File: src/rtl/ttw_pkg.sv
package ttw_pkg;
    localparam int WORD_W    = 32;
    localparam int FIELD_W   = 8;
    localparam int BASE_LSB  = 24;
    localparam int MASK_LSB  = 16;
    localparam int EN_BIT    = 15;
    localparam int PRIV_LSB  = 13;
    localparam int WP_BIT    = 2;
    localparam logic [1:0] PRIV_USER_ONLY  = 2'b00;
    localparam logic [1:0] PRIV_SUPER_ONLY = 2'b01;
    localparam int STAT_RES_BIT = 0;
    localparam int STAT_TT_BIT  = 1;

    typedef struct packed {
        logic              valid;
        logic              hit;
        logic              rd;
        logic              ex;
        logic              wr;
        logic              fault;
        logic [WORD_W-1:0] phys;
        logic [WORD_W-1:0] status;
    } rsp_state_t;
endpackage

File: src/rtl/ttw_window_cmp.sv
module ttw_window_cmp
    import ttw_pkg::*;
(
    input  logic [WORD_W-1:0]  win_i,
    input  logic [FIELD_W-1:0] addr_hi_i,
    input  logic               super_i,
    output logic               match_o,
    output logic               wp_o
);
    logic               en;
    logic [1:0]         priv;
    logic [FIELD_W-1:0] base;
    logic [FIELD_W-1:0] care;
    logic               priv_ok;
    logic               addr_ok;

    always_comb begin
        en   = win_i[EN_BIT];
        priv = win_i[PRIV_LSB +: 2];
        base = win_i[BASE_LSB +: FIELD_W];
        care = ~win_i[MASK_LSB +: FIELD_W];
        unique case (priv)
            PRIV_USER_ONLY:  priv_ok = ~super_i;
            PRIV_SUPER_ONLY: priv_ok = super_i;
            default:         priv_ok = 1'b1;
        endcase
        addr_ok = ((addr_hi_i ^ base) & care) == '0;
        match_o = en && priv_ok && addr_ok;
        wp_o    = win_i[WP_BIT];
    end
endmodule

File: src/rtl/ttw_regfile.sv
module ttw_regfile
    import ttw_pkg::*;
#(
    parameter int NUM_WIN = 4,
    localparam int IDX_W  = $clog2(NUM_WIN)
) (
    input  logic                           clk,
    input  logic                           rst,
    input  logic                           we_i,
    input  logic [IDX_W-1:0]               idx_i,
    input  logic [WORD_W-1:0]              wdata_i,
    output logic [NUM_WIN-1:0][WORD_W-1:0] win_o
);
    logic [NUM_WIN-1:0][WORD_W-1:0] win_d, win_q;

    always_comb begin
        win_d = win_q;
        if (we_i) begin
            win_d[idx_i] = wdata_i;
        end
        if (rst) begin
            win_d = '0;
        end
    end

    always_ff @(posedge clk) begin
        win_q <= win_d;
    end

    assign win_o = win_q;

    generate
        for (genvar g = 0; g < NUM_WIN; g++) begin : g_rst_chk
            p_reset_clears_r1: assert property (@(posedge clk)
                rst |=> (win_q[g][EN_BIT] == 1'b0));
        end
    endgenerate

    p_write_lands_r12: assert property (@(posedge clk) disable iff (rst)
        we_i |=> (win_q[$past(idx_i)] == $past(wdata_i)));
endmodule

File: src/rtl/ttw_matcher.sv
module ttw_matcher
    import ttw_pkg::*;
#(
    parameter int WIN_PER_SIDE = 2,
    localparam int NUM_WIN     = 2 * WIN_PER_SIDE,
    localparam int IDX_W       = $clog2(NUM_WIN)
) (
    input  logic              clk,
    input  logic              rst,
    input  logic              cfg_we,
    input  logic [IDX_W-1:0]  cfg_idx,
    input  logic [31:0]       cfg_wdata,
    input  logic              req_valid,
    input  logic [31:0]       req_addr,
    input  logic              req_code,
    input  logic              req_super,
    input  logic              req_store,
    input  logic              req_probe,
    output logic              rsp_valid,
    output logic              rsp_hit,
    output logic [31:0]       rsp_phys,
    output logic              rsp_rd,
    output logic              rsp_ex,
    output logic              rsp_wr,
    output logic              rsp_fault,
    output logic [31:0]       probe_status
);
    logic [NUM_WIN-1:0][WORD_W-1:0] win;
    logic [NUM_WIN-1:0]             match;
    logic [NUM_WIN-1:0]             wp;
    logic [NUM_WIN-1:0]             sel;
    logic                           found;
    logic                           sel_wp;
    rsp_state_t                     r_d, r_q;

    ttw_regfile #(.NUM_WIN(NUM_WIN)) u_regs (
        .clk     (clk),
        .rst     (rst),
        .we_i    (cfg_we),
        .idx_i   (cfg_idx),
        .wdata_i (cfg_wdata),
        .win_o   (win)
    );

    generate
        for (genvar g = 0; g < NUM_WIN; g++) begin : g_cmp
            ttw_window_cmp u_cmp (
                .win_i     (win[g]),
                .addr_hi_i (req_addr[BASE_LSB +: FIELD_W]),
                .super_i   (req_super),
                .match_o   (match[g]),
                .wp_o      (wp[g])
            );
        end
    endgenerate

    // Priority pick inside the group chosen by the access kind.
    always_comb begin
        sel    = '0;
        found  = 1'b0;
        sel_wp = 1'b0;
        for (int k = 0; k < WIN_PER_SIDE; k++) begin
            int w;
            w = req_code ? k : WIN_PER_SIDE + k;
            if (!found && match[w]) begin
                found  = 1'b1;
                sel[w] = 1'b1;
                sel_wp = wp[w];
            end
        end
    end

    always_comb begin
        r_d        = r_q;
        r_d.valid  = req_valid;
        r_d.hit    = req_valid && found;
        r_d.rd     = r_d.hit;
        r_d.ex     = r_d.hit;
        r_d.wr     = r_d.hit && !sel_wp;
        r_d.fault  = r_d.hit && sel_wp && req_store && !req_probe;
        r_d.phys   = r_d.hit ? req_addr : '0;
        if (r_d.hit && req_probe) begin
            r_d.status               = '0;
            r_d.status[STAT_TT_BIT]  = 1'b1;
            r_d.status[STAT_RES_BIT] = 1'b1;
        end
        if (rst) begin
            r_d = '0;
        end
    end

    always_ff @(posedge clk) begin
        r_q <= r_d;
    end

    assign rsp_valid    = r_q.valid;
    assign rsp_hit      = r_q.hit;
    assign rsp_phys     = r_q.phys;
    assign rsp_rd       = r_q.rd;
    assign rsp_ex       = r_q.ex;
    assign rsp_wr       = r_q.wr;
    assign rsp_fault    = r_q.fault;
    assign probe_status = r_q.status;

    p_single_winner_r6: assert property (@(posedge clk) disable iff (rst)
        $onehot0(sel));
    p_read_exec_on_hit_r7: assert property (@(posedge clk) disable iff (rst)
        rsp_hit |-> (rsp_rd && rsp_ex));
    p_phys_identity_r8: assert property (@(posedge clk) disable iff (rst)
        rsp_hit |-> (rsp_phys == $past(req_addr)));
    p_fault_needs_protected_hit_r9: assert property (@(posedge clk) disable iff (rst)
        rsp_fault |-> (rsp_hit && !rsp_wr));
    p_status_only_by_probe_r10: assert property (@(posedge clk) disable iff (rst)
        !$stable(probe_status) |-> $past(req_valid && req_probe));
    p_valid_follows_r11: assert property (@(posedge clk) disable iff (rst)
        req_valid |=> rsp_valid);
endmodule

File: config.mk
export PLATFORM = sky130hd
export DESIGN_NAME = ttw_matcher
export DESIGN_NICKNAME = d
export VERILOG_FILES = /design/src/rtl/ttw_pkg.sv /design/src/rtl/ttw_window_cmp.sv /design/src/rtl/ttw_regfile.sv /design/src/rtl/ttw_matcher.sv
export SDC_FILE = /design/constraint.sdc
export NUM_CORES = 1
export LEC_CHECK = 0
export CAP_MARGIN = 20
export CELL_PAD_IN_SITES_DETAIL_PLACEMENT = 1
export CELL_PAD_IN_SITES_GLOBAL_PLACEMENT = 1
export CORE_MARGIN = 2
export CORE_UTILIZATION = 36
export CTS_BUF_LIST = sky130_fd_sc_hd__clkbuf_16
export DETAILED_ROUTE_END_ITERATION = 8
export PLACE_DENSITY_LB_ADDON = 0.1
export SYNTH_ARGS = -nofsm -noshare
export SYNTH_HDL_FRONTEND = slang
export SYNTH_SLANG_ARGS = --single-unit
File: constraint.sdc
create_clock -name clk -period 5.2 [get_ports clk]
set_input_delay 0.78 -clock clk [delete_from_list [all_inputs] [get_ports clk]]
set_output_delay 0.78 -clock clk [all_outputs]
set_load 0.01 [all_outputs]
==> results.cfg <==
[synthesis]
yosysSeqAreaShare_pct = 50.46
netlist_area_mm2 = 0.004642
synth_area_leaders = dfxtp_1 50%, nand2_1 13%, a21oi_1 8.6%, xnor2_1 6.8%, buf_4 5.3%
syn-instance-count = 550
ys_ff_latch = 117
postSynthAreaPerCell_um2 = 8.440
synth_top_cell_area_share_pct = 50.46
synth_warnings = 0
synth_top_area_cell = dfxtp_1
ys_types = 34

[worst_setup_path]
r2r_slack_ns = 3.13
start_kind = input port
worstSetupEndpointType = register
critPathTopFamily = buffers and inverters
critical_path_required_ns = 5.55
path_cells = clkdlybuf4s50_1 -> xnor2_1 -> o22ai_1 -> nor2_1 -> o2111ai_1 -> a311oi_4 -> buf_8 -> and2_1
crit_buf_inv = 2
critical_path_class = input port to register
cp_slowest_cell = clkdlybuf4s50_1
slowest_delay_ns = 0.73
crit_arrival_ns = 3.19
crit_fanout = 29

[drt]
drc_errors = 0
num_vias = 3781
drtIter0Drc = 179
drtAntennaViolNets = 0
via_per_inst = 4.651
dr_wl_met3_um = 632
m1WireLength_um = 6165
wl_per_cell_um = 15.90
drtPass1Iterations = 4
met2RoutedLength_um = 5962
route.top_layer_used = met4
routed_wl_um = 12930

[finish]
num_antenna_cells = 0
mostFrequentLayoutCells = 161 x nand2_1, 117 x dfxtp_1, 100 x clkdlybuf4s50_1
final_layout_size_suffix_gt1_share_pct = 4.992
final_common_cell = nand2_1
fin_nets = 706
area_growth_pct = 31.02
finalInstanceArea_mm2 = 0.006082

[placement]
gp_congestion = 0.7349
placed_cell_area_mm2 = 0.005583
port_buffers = 101
pre_cts_slack_ns = 1.927
dp_hpwl_um = 8818

[global_route]
grt_overflow = 0
grt_usage_pct = 19.38
antenna_found_initial = 0
grt_max_degree = 84
grt_first_pass_wirelength_um = 20410
grt_pass1_vias = 3734

[power]
powerDensity_mw_per_mm2 = 347.1
fin_total_pwr_mw = 2.111
ir_drop_mv = 0.1800
p_leak_nw = 2.187

[sta]
hold_viol = 0
tns_ns = 0
whs_ns = 0.4540
max_slew_margin_pct = 31.30
period_share_pct = 54.46
finalCriticalPeriod_ns = 2.832
worst_slack_ns = 2.368
clock_skew_ns = 0.006340
fmaxAchievable_mhz = 353.1
final-max-slew-violation-count = 0
worst_pin_slew_ns = 1.027
rsz0062_at_grt = no
setup_viol = 0

[clock_network]
cts_resized = 0
cts_setup_buffers = 0
clk_pin_slew_ns = 0.05
root_buffer = clkbuf_16
cts.htree.levels = 4
cts_tree = built
cts_buffer_depth = 2
numClockSinks = 117
cts_hold_buffers = 0
numCtsBuffers = 17
clk-insertion-delay-late_ns = 0.42

[die]
row_count = 41
coreArea_mm2 = 0.01262
dieArea_mm2 = 0.01382
ios = 144
die_x_um = 117.6
initial_core_util_pct = 36.78
fp.dieH_um = 117.6

[run]
max_cap_violations = 0

[hold_path]
hold_class = register to register

[run_status]
outcome = finished, final reports clean
-- synth_stat cells --
| master | number |
|---|---|
| inv_1 | 2 |
| o211ai_1 | 1 |
| or3b_2 | 1 |
| o21ai_1 | 1 |
| buf_1 | 2 |
| and2_1 | 32 |
| mux2i_1 | 1 |
| a21oi_1 | 80 |
| conb_1 | 1 |
| nand2_1 | 161 |
| buf_2 | 8 |
| o2111ai_1 | 1 |
| clkbuf_1 | 23 |
| a22oi_1 | 1 |
| xnor2_1 | 36 |
| and3b_1 | 1 |
| a221oi_1 | 1 |
| or2_2 | 1 |
| a311oi_4 | 1 |
| o211a_1 | 1 |
| buf_4 | 33 |
| o21a_1 | 1 |
| nor3b_1 | 1 |
| and3_1 | 2 |
| nor2b_1 | 3 |
| nor4b_1 | 1 |
| nand3_1 | 3 |
| dfxtp_1 | 117 |
| nand3b_1 | 2 |
| nor2_1 | 8 |
| nor3_1 | 2 |
| o22ai_1 | 16 |
| a22o_1 | 1 |
| buf_6 | 4 |
-- power breakdown --
group	leakage [nW]	total, mW	internal (mW)	switching (mW)
clock	0.259	1.01	0.628	0.379
combinational	0.980	0.174	0.0776	0.0961
sequential	0.948	0.930	0.919	0.0114
total	2.19	2.11	1.63	0.486
-- layout make-up --
| type | instances | area (um2) |
|---|---|---|
| Fill cell | 1500 | 6538 |
| Sequential cell | 117 | 2342 |
| Multi-Input combinational cell | 390 | 1982 |
| Timing Repair Buffer | 104 | 1036 |
| Clock buffer | 17 | 425.4 |
| Tap cell | 172 | 215.2 |
| Clock inverter | 11 | 73.82 |
| Inverter | 2 | 7.507 |
-- sequential cells by signal, indices dropped and copies added (netlist names) --
signal / cells
rsp_hit: 1
rsp_phys: 32
rsp_valid: 1
u_regs.win_o: 80
probe_status: 1
rsp_wr: 1
rsp_fault: 1
-- routing by layer --
layer  vias up  track usage (%)
met2       111            31.14
met1      1779            24.76
met4         0            6.099
met5         -                0
li1       1873                -
met3        18            6.250
-- logic make-up after synthesis --
kind of cell	after synthesis	share of synthesized area (%)
and+or+nand+nor	218	20.38
DFF	117	50.46
AOI/OAI and AO/OA	105	12.72
buffers and inverters	72	9.353
xor gates and xnor gates	36	6.792
muxes	1	0.2156
other	1	0.08078
-- tightest hold or removal path, stage by stage, from the launching register on --
cell     delay (ns)
dfxtp_1        0.30
nand2_1        0.05
a21oi_1        0.05
-- stage by stage --
step	util (%)	std cells
after detailed placement	44.24	785
final	48.20	813
after CTS	48.20	813
after global placement	44.12	784
after global routing	48.20	813
after floorplan	-	579
-- final timing paths --
path                                         from                end  depth (start not counted)
worst max-delay path                 req_addr[31]        rsp_phys[9]                          8
worst min-delay path            u_regs.win_o[111]  u_regs.win_o[111]                          2
worst max register to register   u_regs.win_o[93]        rsp_phys[9]                          7
worst min register to register  u_regs.win_o[111]  u_regs.win_o[111]                          2
No activity file was read; power rests on OpenSTA's default activity.
